[config.mk]
export PLATFORM = sky130hd
export DESIGN_NAME = intc_mask_bank
export DESIGN_NICKNAME = d
export VERILOG_FILES = /design/src/rtl/intc_mask_pkg.sv /design/src/rtl/intc_field_reg.sv /design/src/rtl/intc_strobe_map.sv /design/src/rtl/intc_mask_bank.sv
export SDC_FILE = /design/constraint.sdc
export NUM_CORES = 1
export LEC_CHECK = 0
export ABC_AREA = 1
export CORE_ASPECT_RATIO = 0.8
export CORE_UTILIZATION = 40
export CTS_CLUSTER_DIAMETER = 30
export DETAILED_ROUTE_END_ITERATION = 16
export GPL_ROUTABILITY_DRIVEN = 0
export GPL_TIMING_DRIVEN = 0
export PLACE_DENSITY = 0.7
export SLEW_MARGIN = 30
export SYNTH_ARGS = -nofsm -noshare
export SYNTH_HDL_FRONTEND = slang
export SYNTH_HIERARCHICAL = 1
export SYNTH_SLANG_ARGS = --single-unit
[constraint.sdc]
create_clock -name clk -period 4.73 [get_ports clk]
set_clock_uncertainty 0.2 [all_clocks]
set_input_delay 0.7095 -clock clk [delete_from_list [all_inputs] [get_ports clk]]
set_output_delay 0.7095 -clock clk [all_outputs]
set_load 0.02 [all_outputs]
[src/rtl/intc_mask_pkg.sv]
package intc_mask_pkg;

    localparam int BUS_W      = 32;
    localparam int NUM_REGS   = 4;
    localparam int MAX_FIELDS = 8;
    localparam int NUM_SRC    = 21;
    localparam int NUM_GRP    = 2;
    localparam int IDX_W      = $clog2(NUM_SRC);
    localparam logic [BUS_W-1:0] DEC_MASK = 32'h1FFF_FFFF;

    typedef enum logic [1:0] {
        TGT_NONE,
        TGT_SRC,
        TGT_GRP
    } tgt_kind_e;

    typedef struct packed {
        tgt_kind_e        kind;
        logic [IDX_W-1:0] idx;
    } tgt_t;

    // per-field change events of one register
    typedef struct packed {
        logic [MAX_FIELDS-1:0] on;
        logic [MAX_FIELDS-1:0] off;
    } fld_evt_t;

    function automatic int reg_width(input int r);
        return (r < 2) ? 8 : 16;
    endfunction

    function automatic int field_width(input int r);
        return (r < 2) ? 1 : 4;
    endfunction

    function automatic int num_fields(input int r);
        return reg_width(r) / field_width(r);
    endfunction

    function automatic bit has_clear(input int r);
        return r != 3;
    endfunction

    function automatic logic [BUS_W-1:0] set_addr(input int r);
        case (r)
            0:       return 32'h040;
            1:       return 32'h044;
            2:       return 32'h080;
            default: return 32'h0C0;
        endcase
    endfunction

    function automatic logic [BUS_W-1:0] clr_addr(input int r);
        case (r)
            0:       return 32'h060;
            1:       return 32'h064;
            default: return 32'h0A0;
        endcase
    endfunction

    function automatic tgt_t field_target(input int r, input int k);
        tgt_t t;
        t.kind = TGT_NONE;
        t.idx  = '0;
        case (r)
            0: begin t.kind = TGT_SRC; t.idx = IDX_W'(k + 1); end
            1: if (k < NUM_GRP) begin t.kind = TGT_GRP; t.idx = IDX_W'(k); end
            2: begin t.kind = TGT_SRC; t.idx = IDX_W'(k + 13); end
            default: begin t.kind = TGT_SRC; t.idx = IDX_W'(k + 17); end
        endcase
        return t;
    endfunction

    function automatic logic [NUM_SRC-1:0] group_members(input int g);
        logic [NUM_SRC-1:0] m;
        m = '0;
        m[9 + 2*g]  = 1'b1;
        m[10 + 2*g] = 1'b1;
        return m;
    endfunction

endpackage

[src/rtl/intc_field_reg.sv]
module intc_field_reg
    import intc_mask_pkg::*;
#(
    parameter int               W       = 8,
    parameter int               FW      = 1,
    parameter bit               HAS_CLR = 1'b1,
    parameter logic [BUS_W-1:0] SET_A   = 32'h040,
    parameter logic [BUS_W-1:0] CLR_A   = 32'h060
) (
    input  logic             clk,
    input  logic             rst,
    input  logic             wr_en,
    input  logic [BUS_W-1:0] dec_addr,
    input  logic [BUS_W-1:0] wdata,
    output logic             hit,
    output logic [W-1:0]     value,
    output fld_evt_t         evt
);
    localparam int NF = W / FW;

    logic         hit_set, hit_clr, do_wr;
    logic [W-1:0] wd, nxt;
    logic [MAX_FIELDS-1:0] on_v, off_v;

    assign wd      = W'(wdata);
    assign hit_set = (dec_addr == SET_A);
    assign hit_clr = HAS_CLR && (dec_addr == CLR_A);
    assign hit     = hit_set || hit_clr;
    assign do_wr   = wr_en && hit;

    always_comb begin
        if (!HAS_CLR)     nxt = wd;
        else if (hit_set) nxt = value | wd;
        else              nxt = value & ~wd;
    end

    always_ff @(posedge clk) begin
        if (rst)        value <= '0;
        else if (do_wr) value <= nxt;
    end

    for (genvar k = 0; k < MAX_FIELDS; k++) begin : g_fld
        if (k < NF) begin : g_used
            localparam int LSB = W - (k + 1) * FW;
            logic chg;
            assign chg      = do_wr && (value[LSB +: FW] != nxt[LSB +: FW]);
            assign on_v[k]  = chg && (|nxt[LSB +: FW]);
            assign off_v[k] = chg && !(|nxt[LSB +: FW]);
        end else begin : g_spare
            assign on_v[k]  = 1'b0;
            assign off_v[k] = 1'b0;
        end
    end

    assign evt.on  = on_v;
    assign evt.off = off_v;

    if (HAS_CLR) begin : g_dual_chk

        set_keeps_bits_chk: assert property (@(posedge clk) disable iff (rst)
            (wr_en && hit_set) |=> (($past(value) & ~value) == '0));

        clr_adds_no_bits_chk: assert property (@(posedge clk) disable iff (rst)
            (wr_en && hit_clr) |=> ((value & ~$past(value)) == '0));
    end

endmodule

[src/rtl/intc_strobe_map.sv]
module intc_strobe_map
    import intc_mask_pkg::*;
(
    input  fld_evt_t           evts [NUM_REGS],
    output logic [NUM_SRC-1:0] en_nxt,
    output logic [NUM_SRC-1:0] dis_nxt
);
    always_comb begin
        en_nxt  = '0;
        dis_nxt = '0;
        for (int r = 0; r < NUM_REGS; r++) begin
            for (int k = 0; k < MAX_FIELDS; k++) begin
                tgt_t t;
                logic [NUM_SRC-1:0] dst;
                t   = field_target(r, k);
                dst = '0;
                if (k < num_fields(r)) begin
                    if (t.kind == TGT_SRC)      dst[t.idx] = 1'b1;
                    else if (t.kind == TGT_GRP) dst = group_members(int'(t.idx));
                end
                if (evts[r].on[k])  en_nxt  = en_nxt  | dst;
                if (evts[r].off[k]) dis_nxt = dis_nxt | dst;
            end
        end
    end
endmodule

[src/rtl/intc_mask_bank.sv]
module intc_mask_bank
    import intc_mask_pkg::*;
#(
    parameter int DATA_W = BUS_W
) (
    input  logic               clk,
    input  logic               rst,
    input  logic               wr_en,
    input  logic               rd_en,
    input  logic [BUS_W-1:0]   addr,
    input  logic [DATA_W-1:0]  wdata,
    output logic [DATA_W-1:0]  rdata,
    output logic               bus_err,
    output logic [NUM_SRC-1:0] en_stb,
    output logic [NUM_SRC-1:0] dis_stb
);
    logic [BUS_W-1:0]                 dec_addr;
    logic [NUM_REGS-1:0]              hits;
    logic [NUM_REGS-1:0][DATA_W-1:0]  reg_val;
    fld_evt_t                         evts [NUM_REGS];
    logic [NUM_SRC-1:0]               en_nxt, dis_nxt;

    assign dec_addr = addr & DEC_MASK;

    for (genvar r = 0; r < NUM_REGS; r++) begin : g_reg
        localparam int RW = reg_width(r);
        logic [RW-1:0] v;
        intc_field_reg #(
            .W       (RW),
            .FW      (field_width(r)),
            .HAS_CLR (has_clear(r)),
            .SET_A   (set_addr(r)),
            .CLR_A   (clr_addr(r))
        ) u_reg (
            .clk      (clk),
            .rst      (rst),
            .wr_en    (wr_en),
            .dec_addr (dec_addr),
            .wdata    (wdata),
            .hit      (hits[r]),
            .value    (v),
            .evt      (evts[r])
        );
        assign reg_val[r] = DATA_W'(v);
    end

    intc_strobe_map u_map (
        .evts    (evts),
        .en_nxt  (en_nxt),
        .dis_nxt (dis_nxt)
    );

    always_ff @(posedge clk) begin
        if (rst) begin
            en_stb  <= '0;
            dis_stb <= '0;
        end else begin
            en_stb  <= en_nxt;
            dis_stb <= dis_nxt;
        end
    end

    always_comb begin
        rdata = '0;
        for (int r = 0; r < NUM_REGS; r++)
            if (rd_en && hits[r]) rdata = rdata | reg_val[r];
    end

    assign bus_err = (wr_en || rd_en) && (hits == '0);


    miss_write_inert_chk: assert property (@(posedge clk) disable iff (rst)
        (wr_en && bus_err) |=> ($stable(reg_val) && en_stb == '0 && dis_stb == '0));

    idle_no_strobe_chk: assert property (@(posedge clk) disable iff (rst)
        !wr_en |=> (en_stb == '0 && dis_stb == '0));

    no_dual_direction_chk: assert property (@(posedge clk) disable iff (rst)
        (en_stb & dis_stb) == '0);

    src_zero_idle_chk: assert property (@(posedge clk) disable iff (rst)
        !en_stb[0] && !dis_stb[0]);

    single_hit_chk: assert property (@(posedge clk) disable iff (rst)
        $onehot0(hits));

endmodule

=== After elaboration in Yosys (flattened, before gate mapping) ===
Cells that the tools add are included.

* Reduce and logical (&&, ||, !) cells: 94
* Muxes and demuxes: 43
* Bitwise gates (word level): 11
* Equal/unequal tests: 25

{| class="wikitable"
|+ Operators by type and width
! cell !! number
|-
| equality test 29 x 7 -> 1 bit, second input constant || 4
|-
| two-way mux 32 bit || 3
|-
| equality test 29 x 8 -> 1 bit, second input constant || 3
|-
| OR 32 x 16 -> 32 bit || 2
|-
| logical AND 1 bit || 63
|-
| two-way mux 16 bit || 3
|-
| two-way mux 21 bit || 2
|-
| two-way mux 20 bit || 2
|-
| two-way mux 8 bit || 5
|-
| two-way mux 19 bit || 2
|-
| two-way mux 18 bit || 2
|-
| two-way mux 17 bit || 2
|-
| inequality test 4 bit || 8
|-
| OR 32 x 8 -> 32 bit || 1
|-
| OR reduction 4 bit || 8
|-
| two-way mux 15 bit || 2
|-
| two-way mux 14 bit || 2
|-
| two-way mux 13 bit || 2
|-
| two-way mux 11 bit || 2
|-
| zero test 1 bit || 18
|-
| two-way mux 9 bit || 2
|-
| bitwise AND 16 bit || 1
|-
| bitwise AND 8 bit || 2
|-
| inverter 16 bit || 1
|-
| 12 further kinds || 31
|}

* Output and inout bits: 75
* Input bits: 68
* Word-level logic and storage cells: 179
* Register bits after elaboration: 90

=== Depth between registers and ports, before layout ===
Gate-level depths: netlist of the first run.

* Depth in word-level cells: 24
* Gate-level depth with buffers: 16
* Gate-level depth less buffers: 14

=== Hierarchy ===
Netlist of the first run, hierarchy kept.

{| class="wikitable"
|+ By module, submodules not included
! module !! area an instance (um^2) !! cells each !! instances !! seq. area each (um^2)
|-
| intc_mask_bank || 1,820.5 || 260 || 1 || 840.8
|-
| intc_field_reg (g_reg[2].u_reg) || 1,565.3 || 270 || 1 || 320.3
|-
| intc_field_reg (g_reg[3].u_reg) || 1,317.5 || 219 || 1 || 320.3
|-
| intc_field_reg (g_reg[1].u_reg) || 953.4 || 175 || 1 || 160.2
|-
| intc_field_reg (g_reg[0].u_reg) || 838.3 || 155 || 1 || 160.2
|-
| intc_strobe_map || 319.1 || 43 || 1 || 0.0
|}

=== Worst setup path before layout of the first run ===
OpenSTA, ideal clock, no wires.

* Path type: input port to output port
* Start: in addr[3]
* End: out rdata[7]
* Slack: 1.936 ns
* Data required time: 3.821 ns
* Arrival time: 1.885 ns
* Buffers on the path: 3
* Cell stages on the path: 12
* Path through: nor2_1 nand2_1 nor2_1 nand2_1 nor2_2 buf_6 buf_4 buf_6 nand3_1 nand2_1 inv_1 nand2_1

* Elaborated cells between the ends (all ways): 21
* Classes of those cells: 7 x eq/ne; 4 x mux; 3 x bitwise; 7 x reduce/logical

{| class="wikitable"
|+ RTL lines
! what !! line !! source
|-
| from (decl) || intc_mask_bank.sv:10 || <nowiki>input logic [BUS_W-1:0] addr,</nowiki>
|-
| equality test 29 x 8 -> 1 bit || intc_field_reg.sv:26 || <nowiki>assign hit_set = (dec_addr == SET_A);</nowiki>
|-
| via hits[3] || intc_mask_bank.sv:18 || <nowiki>logic [NUM_REGS-1:0] hits;</nowiki>
|-
| logical AND 1 bit || intc_mask_bank.sv:66 || <nowiki>if (rd_en && hits[r]) rdata = rdata | reg_val[r];</nowiki>
|-
| two-way mux 32 bit || intc_mask_bank.sv:66 ||
|-
| to (decl) || intc_mask_bank.sv:12 || <nowiki>output logic [DATA_W-1:0] rdata,</nowiki>
|}

The timed path passes the listed nets, and every way through them passes these cells.

=== Worst setup path in the final report of the first run ===
* Start: in addr[6]
* End: out rdata[7]

The elaborated chain is that of the path after synthesis.

==> flow_summary.rst, run 1 <==
.. list-table::
   :header-rows: 1

   * - Metric
     - Value
   * - Outcome
     - finished, final reports clean
   * - DRC violation total after the first TritonRoute iteration
     - around 510
   * - Number of remaining DRC errors
     - 0
   * - Average detailed-routed wire length per instance
     - 11.8 um
   * - Number of slew-limit violations in the final report
     - 0
   * - CP max stage delay
     - 670 ps
   * - Most used cell along the critical path
     - sky130_fd_sc_hd__nand2_1
   * - Global-route congestion overflow total
     - 0
   * - Detailed-route wire length
     - about 17000 um
   * - Bufs on Longest Clock Path
     - 2
   * - Largest fanout of any net on the critical path
     - 10
   * - Clk sinks
     - 90
   * - Starting density of the core
     - roughly two fifths
   * - Largest net degree at the start of global routing
     - 16
   * - Worst-path cell chain
     - clkdlybuf4s50_1 -> nand2_1 -> inv_1 -> nand2_1 -> nor2_1 -> nand2_1 -> nor2_2 -> buf_6 -> buf_4 -> buf_6 -> nand3_1 -> nand2_1 -> inv_1 -> nand2_1 -> clkdlybuf4s50_1
   * - Source-to-sink clock delay at the later pin of the worst-skew pair
     - 340 ps
   * - Post-detail-place hpwl
     - 13200 um
   * - Port Buffer Count
     - about 110
   * - Worst-margin pin slew
     - 578 ps
   * - Total track usage
     - about a fifth
   * - Number of iterations in the first detailed-routing pass
     - 5
   * - Number of instances on the worst hold path
     - 2
   * - Filler cells
     - about 1.7k
   * - Signed area change from the synthesized netlist to the final layout
     - 26.5%
   * - Vias in the first global route
     - 5750
   * - # diodes
     - 0
   * - Share of layout cells above drive strength 1
     - approximately 14%
   * - Clock buffers created by TritonCTS
     - 9
   * - Sequential cell area
     - approximately 1800 um^2
   * - Root buf cell
     - sky130_fd_sc_hd__clkbuf_16
   * - Min-delay src
     - g_reg[3].u_reg/value[4]
   * - Post-CTS Setup Repair Bufs
     - 0
   * - Path category of the worst min-delay check
     - flop to flop
   * - Footprint of the multi-input gates
     - between 3000 and 4000 um^2
   * - Die X-Extent
     - around 150 um
   * - Fin crit period
     - between 4000 and 5000 ps
   * - Tcrit/Tclk final
     - 90.2%
   * - Leakage power summed over all cells
     - 3.96 nW
   * - Total of endpoints with negative setup slack in the final report
     - 0
   * - Vias post-DR
     - about 6.5k
   * - Max Freq
     - 0.234 GHz
   * - Core area
     - about 16000 um^2
   * - Critical register-to-register path startpoint
     - g_reg[2].u_reg/value[12]
   * - TritonCTS clock tree
     - done
   * - Synthesized instance count
     - around 1.1k
   * - Critical Path End Type
     - output pin
   * - Post-route cell area
     - 8310 um^2
   * - Remaining number of nets flagged by the antenna check after routing
     - 0
   * - Number of buffers inserted by hold repair at cts
     - 0
   * - Post-Synthesis Cell Area
     - about 6600 um^2
   * - # nets final
     - about 1.3k
   * - Critical Path AT
     - between 3000 and 4000 ps
   * - Delay-heaviest family, CP
     - buffers and inverters
   * - CTS clock-pin slew for the worst setup and hold paths
     - about 60 ps
   * - Buf/Inv on CP
     - 7
   * - DP Area
     - around 8000 um^2
   * - Worst setup slack for register-to-register paths
     - 2940 ps
   * - Max-Cap Viols
     - 0
   * - Worst hold endpoint
     - g_reg[3].u_reg/value[4]
   * - Unrepaired setup endpoints after global routing
     - false
   * - Setup tns final
     - 0 ps
   * - Largest voltage drop on the vdd net
     - about 0.00017 V
   * - Worst Setup Start Kind
     - input pin
   * - Post-CTS Resized
     - 0
   * - Y dimension of the die
     - roughly 120 um
   * - Required time at the endpoint of the critical path
     - 3820 ps
   * - Power per cell area
     - approximately 200 nW/um^2
   * - Final Power
     - 1.67 mW
   * - Wire length of the first global-routing pass
     - around 28000 um
   * - Reg-to-Reg End
     - dis_stb[13]
   * - Ratio of routed vias to standard cells
     - between 4 and 5
   * - Depth of the CTS H-tree
     - 3
   * - Initial antenna violation count
     - 0
   * - Logic depth of the worst register-to-register path
     - 10
   * - Count of synthesis-stage warnings from yosys
     - 6
   * - Setup Crit Path Kind
     - input pin to output pin
   * - Final Hold Viols
     - 0
   * - Top-level I/O count
     - around 140
   * - Avg Cell Area, Syn
     - approximately 6.0 um^2
   * - Max_slew headroom
     - between 60% and 70%
   * - Overall die area
     - about 17000 um^2
   * - Total number of placement rows
     - 41
   * - Slowest stage cell on the critical path
     - sky130_fd_sc_hd__clkdlybuf4s50_1
## layout by cell type (no fill, tap or decap)
master and count:
sky130_fd_sc_hd__nor2_1 248, sky130_fd_sc_hd__nand2_1 218, sky130_fd_sc_hd__inv_1 177, sky130_fd_sc_hd__nand3_1 116
sky130_fd_sc_hd__clkdlybuf4s50_1 106, sky130_fd_sc_hd__dfxtp_1 90, sky130_fd_sc_hd__buf_4 63, sky130_fd_sc_hd__a21oi_1 36
sky130_fd_sc_hd__conb_1 33, sky130_fd_sc_hd__nor2_2 16, sky130_fd_sc_hd__xnor2_1 16, sky130_fd_sc_hd__buf_6 14
sky130_fd_sc_hd__buf_2 13, sky130_fd_sc_hd__nor3_2 12, sky130_fd_sc_hd__a21oi_2 12, sky130_fd_sc_hd__clkbuf_16 9
sky130_fd_sc_hd__nand3_2 9, sky130_fd_sc_hd__nor3_1 8, sky130_fd_sc_hd__nand2_2 6, sky130_fd_sc_hd__clkbuf_1 4
sky130_fd_sc_hd__clkinv_2 4, sky130_fd_sc_hd__nand2_4 4, sky130_fd_sc_hd__nor2_4 4, sky130_fd_sc_hd__nor4_1 4
sky130_fd_sc_hd__nand4_1 4, sky130_fd_sc_hd__inv_2 3, sky130_fd_sc_hd__clkinvlp_4 2, sky130_fd_sc_hd__nor2_8 2
sky130_fd_sc_hd__or2_2 2, sky130_fd_sc_hd__inv_6 1, sky130_fd_sc_hd__bufinv_16 1, sky130_fd_sc_hd__nand4_2 1
sky130_fd_sc_hd__nand3_4 1
## tightest hold or removal path, stage by stage, from the launching register on
cell	delay, ps
sky130_fd_sc_hd__dfxtp_1	340
sky130_fd_sc_hd__a21oi_1	110
sky130_fd_sc_hd__nor2_1	50
## flip-flops by register name (all words and copies together), names as in the netlist
register       cells
g.u_reg/value     48
dis_stb           21
en_stb            21
## per-layer routing
metal	part of all wire, %	track usage, %	wire length (um)
met1	50	29.4	8550
met2	42	33.9	7250
met3	6.0	3.44	1020
met4	1.6	5.96	276
met5	0	0	0
## worst max-delay path by stage
stage | from | cells past startpoint | to | slack (ps)
final | addr[6] | 15 | rdata[7] | 460
after global placement | addr[6] | 15 | rdata[7] | 540
after detailed placement | addr[6] | 15 | rdata[7] | 510
after CTS | addr[6] | 15 | rdata[7] | 480
after floorplan | addr[3] | 12 | rdata[7] | 1940
after global routing | addr[6] | 15 | rdata[7] | 260
## where the power goes
part	internal, mW	switching (mW)
clock	0.408	0.306
sequential	0.758	0.000194
combinational	0.0758	0.121
## stage by stage
step / worst slack (ps) / cells / utilization (%) / hold WS, ps
after floorplan: 1940 / 1117 / - / 295
after global placement: 538 / 1438 / 50.4 / 318
after detailed placement: 511 / 1438 / 50.4 / 326
after CTS: 479 / 1454 / 52.2 / 337
after global routing: 257 / 1454 / 52.2 / 371
final: 463 / 1454 / 52.2 / 337
## cell type report
class	instances	share of cell area [%]
repair buffers	106	12.8
clock inverters	7	0.828
plain buffers	94	8.56
multi-input cells	752	42.0
inverters	181	8.19
well taps	215	3.24
flip-flops and latches	90	21.7
clock buffers	9	2.71
No activity file was read; power rests on OpenSTA's default activity.
==> run 2: changes to the inputs <==
CTS_CLUSTER_SIZE = 10   (was default)
==> results of run 2 <==
Final layout, timing and power as in run 1 (identical DEF).
==> run 3: changes to the inputs <==
CAP_MARGIN = 20   (was default)
PLACE_DENSITY = 0.65   (was 0.7)
==> flow_summary.rst, run 3 (synthesis results as in run 1) <==
.. list-table::
   :header-rows: 1

   * - Metric
     - Value
   * - Max Freq
     - 0.232 GHz (was 0.234 GHz)
   * - Post-detail-place hpwl
     - 13600 um (was 13200 um)
   * - Setup tns final
     - 0 ps (unchanged)
   * - Average detailed-routed wire length per instance
     - 12.0 um (was 11.8 um)
   * - Number of flip-flops in the largest register
     - 48 (unchanged)
   * - Number of remaining DRC errors
     - 0 (unchanged)
   * - Critical Path End Type
     - output pin (unchanged)
   * - # nets final
     - 1302 (unchanged)
   * - DRC violation total after the first TritonRoute iteration
     - 423 (was 505)
   * - Wire length of the first global-routing pass
     - 28600 um (was 28300 um)
   * - Footprint of the multi-input gates
     - 3490 um^2 (unchanged)
   * - Number of slew-limit violations in the final report
     - 0 (unchanged)
   * - Clock power share
     - 41.9% (was 42.8%)
   * - Vias post-DR
     - 6527 (was 6518)
   * - Worst Setup Start Kind
     - input pin (unchanged)
   * - Tcrit/Tclk final
     - 91.0% (was 90.2%)
   * - TritonCTS clock tree
     - done (unchanged)
   * - Number of buffers inserted by hold repair at cts
     - 0 (unchanged)
   * - Signed area change from the synthesized netlist to the final layout
     - 26.2% (was 26.5%)
   * - Power dissipated by switching net loads
     - 0.437 mW (was 0.427 mW)
   * - Depth of the CTS H-tree
     - 3 (unchanged)
   * - Registers with the most flip-flops
     - g.u_reg/value (48), dis_stb (21), en_stb (21) (unchanged)
   * - Global-route congestion overflow total
     - 0 (unchanged)
   * - Final Power
     - 1.64 mW (was 1.67 mW)
   * - Starting density of the core
     - 41.3% (unchanged)
   * - Root buf cell
     - sky130_fd_sc_hd__clkbuf_16 (unchanged)
   * - Fin util
     - 52.1% (was 52.2%)
   * - Clk sinks
     - 90 (unchanged)
   * - # diodes
     - 0 (unchanged)
   * - Y dimension of the die
     - 117 um (unchanged)
   * - Core area
     - 15900 um^2 (unchanged)
   * - Logic depth of the worst register-to-register path
     - 10 (unchanged)
   * - Filler cells
     - 1641 (was 1651)
   * - Power per cell area
     - 198 nW/um^2 (was 201 nW/um^2)
   * - Post-CTS Resized
     - 0 (unchanged)
   * - Largest voltage drop on the vdd net
     - 0.000169 V (was 0.000168 V)
   * - Initial antenna violation count
     - 0 (unchanged)
   * - Fin crit period
     - 4310 ps (was 4270 ps)
   * - Critical Path AT
     - 3400 ps (was 3360 ps)
   * - Leakage power summed over all cells
     - 3.95 nW (was 3.96 nW)
   * - Remaining number of nets flagged by the antenna check after routing
     - 0 (unchanged)
   * - Number of iterations in the first detailed-routing pass
     - 7 (was 5)
   * - Overall die area
     - 16900 um^2 (unchanged)
   * - Final Instance Count excl. Fillers
     - 1453 (was 1454)
   * - Largest net degree at the start of global routing
     - 16 (unchanged)
   * - Post-CTS Setup Repair Bufs
     - 0 (unchanged)
   * - Highest-count cells in the layout ignoring fill and taps
     - sky130_fd_sc_hd__nor2_1 (248), sky130_fd_sc_hd__nand2_1 (218), sky130_fd_sc_hd__inv_1 (177) (unchanged)
   * - Die X-Extent
     - 145 um (unchanged)
   * - Bufs on Longest Clock Path
     - 2 (unchanged)
   * - Total track usage
     - 21.4% (was 21.1%)
   * - Outcome
     - finished, final reports clean (unchanged)
   * - Pint
     - 1.21 mW (was 1.24 mW)
   * - Part of the power in registers
     - 46.1% (was 45.4%)
   * - CTS clock-pin slew for the worst setup and hold paths
     - 60 ps (about the same)
   * - Share of layout cells above drive strength 1
     - 14.3% (was 14.4%)
   * - Combinational share of power
     - 12.0% (was 11.8%)
   * - Max_slew headroom
     - 60.1% (was 61.3%)
   * - Worst hold slack
     - 335 ps (was 337 ps)
   * - Top-level I/O count
     - 143 (unchanged)
   * - Worst-margin pin slew
     - 597 ps (was 578 ps)
   * - Clock buffers created by TritonCTS
     - 9 (unchanged)
   * - Detailed-route wire length
     - 17500 um (was 17100 um)
   * - Vias in the first global route
     - 5721 (was 5750)
   * - Largest fanout of any net on the critical path
     - 10 (unchanged)
   * - Net switching share of the total power
     - 26.6% (was 25.6%)
   * - Setup Crit Path Kind
     - input pin to output pin (unchanged)
   * - Number of placed instances, taps included
     - 1438 (unchanged)
   * - Total number of placement rows
     - 41 (unchanged)
   * - Sequential cell area
     - 1800 um^2 (unchanged)
   * - Most common cell after layout, fill and taps aside
     - sky130_fd_sc_hd__nor2_1 (unchanged)
   * - Source-to-sink clock delay at the later pin of the worst-skew pair
     - 350 ps (was 340 ps)
   * - Register containing the most flip-flops in the final layout
     - g.u_reg/value (unchanged)
   * - Required time at the endpoint of the critical path
     - 3820 ps (about the same)
   * - Port Buffer Count
     - 106 (unchanged)
   * - Final Hold Viols
     - 0 (unchanged)
   * - Total of endpoints with negative setup slack in the final report
     - 0 (unchanged)
   * - Path category of the worst min-delay check
     - flop to flop (unchanged)
   * - Max-Cap Viols
     - 0 (unchanged)
   * - Number of instances on the worst hold path
     - 2 (unchanged)
   * - Ratio of routed vias to standard cells
     - 4.49 (was 4.48)
   * - Unrepaired setup endpoints after global routing
     - false (unchanged)
[run 3: area by class of cell]
class | count | share of cell area, %
clock buffers | 11 | 2.93
well taps | 215 | 3.25
multi-input cells | 752 | 42.1
plain buffers | 94 | 8.57
repair buffers | 106 | 12.8
flip-flops and latches | 90 | 21.7
inverters | 181 | 8.21
clock inverters | 4 | 0.408
[run 3: critical path, stage by stage]
cell and delay, ps:
sky130_fd_sc_hd__clkdlybuf4s50_1 670, sky130_fd_sc_hd__nand2_1 90, sky130_fd_sc_hd__inv_1 60, sky130_fd_sc_hd__nand2_1 40, sky130_fd_sc_hd__nor2_1 120, sky130_fd_sc_hd__nand2_1 80
sky130_fd_sc_hd__nor2_2 170, sky130_fd_sc_hd__buf_6 190, sky130_fd_sc_hd__buf_4 170, sky130_fd_sc_hd__buf_6 140, sky130_fd_sc_hd__nand3_1 80, sky130_fd_sc_hd__nand2_1 120
sky130_fd_sc_hd__inv_1 50, sky130_fd_sc_hd__nand2_1 90, sky130_fd_sc_hd__clkdlybuf4s50_1 610
[run 3: power by group through the flow]
stage	sequential, mW	combinational [mW]	clock, mW
6_report	0.758	0.198	0.688
5_1_grt	0.758	0.218	0.737
2_1_floorplan	0.777	0.0968	0
4_1_cts	0.758	0.196	0.700
3_3_place_gp	0.776	0.193	0
3_5_place_dp	0.776	0.195	0
[run 3: worst paths after layout]
| check | to | startpoint | slack, ps |
|---|---|---|---|
| setup / recovery | rdata[7] | addr[6] | 420 |
| hold / removal | g_reg[3].u_reg/value[13] | g_reg[3].u_reg/value[13] | 340 |
| setup reg to reg | dis_stb[13] | g_reg[2].u_reg/value[14] | 2970 |
| hold reg to reg | g_reg[3].u_reg/value[13] | g_reg[3].u_reg/value[13] | 340 |
[run 3: stage by stage]
| step | area, um^2 | setup WS (ps) |
|---|---|---|
| floorplan | 6680 | 1940 |
| global placement | 8010 | 468 |
| detailed placement | 8010 | 438 |
| CTS | 8290 | 431 |
| global route | 8290 | 231 |
| finish | 8290 | 425 |
[run 3: layer usage]
layer  track usage (%)  share of wire [%]
met5                 0                  0
met4              5.82                1.6
met3              3.87                6.9
met2              33.7                 41
met1              30.1                 50
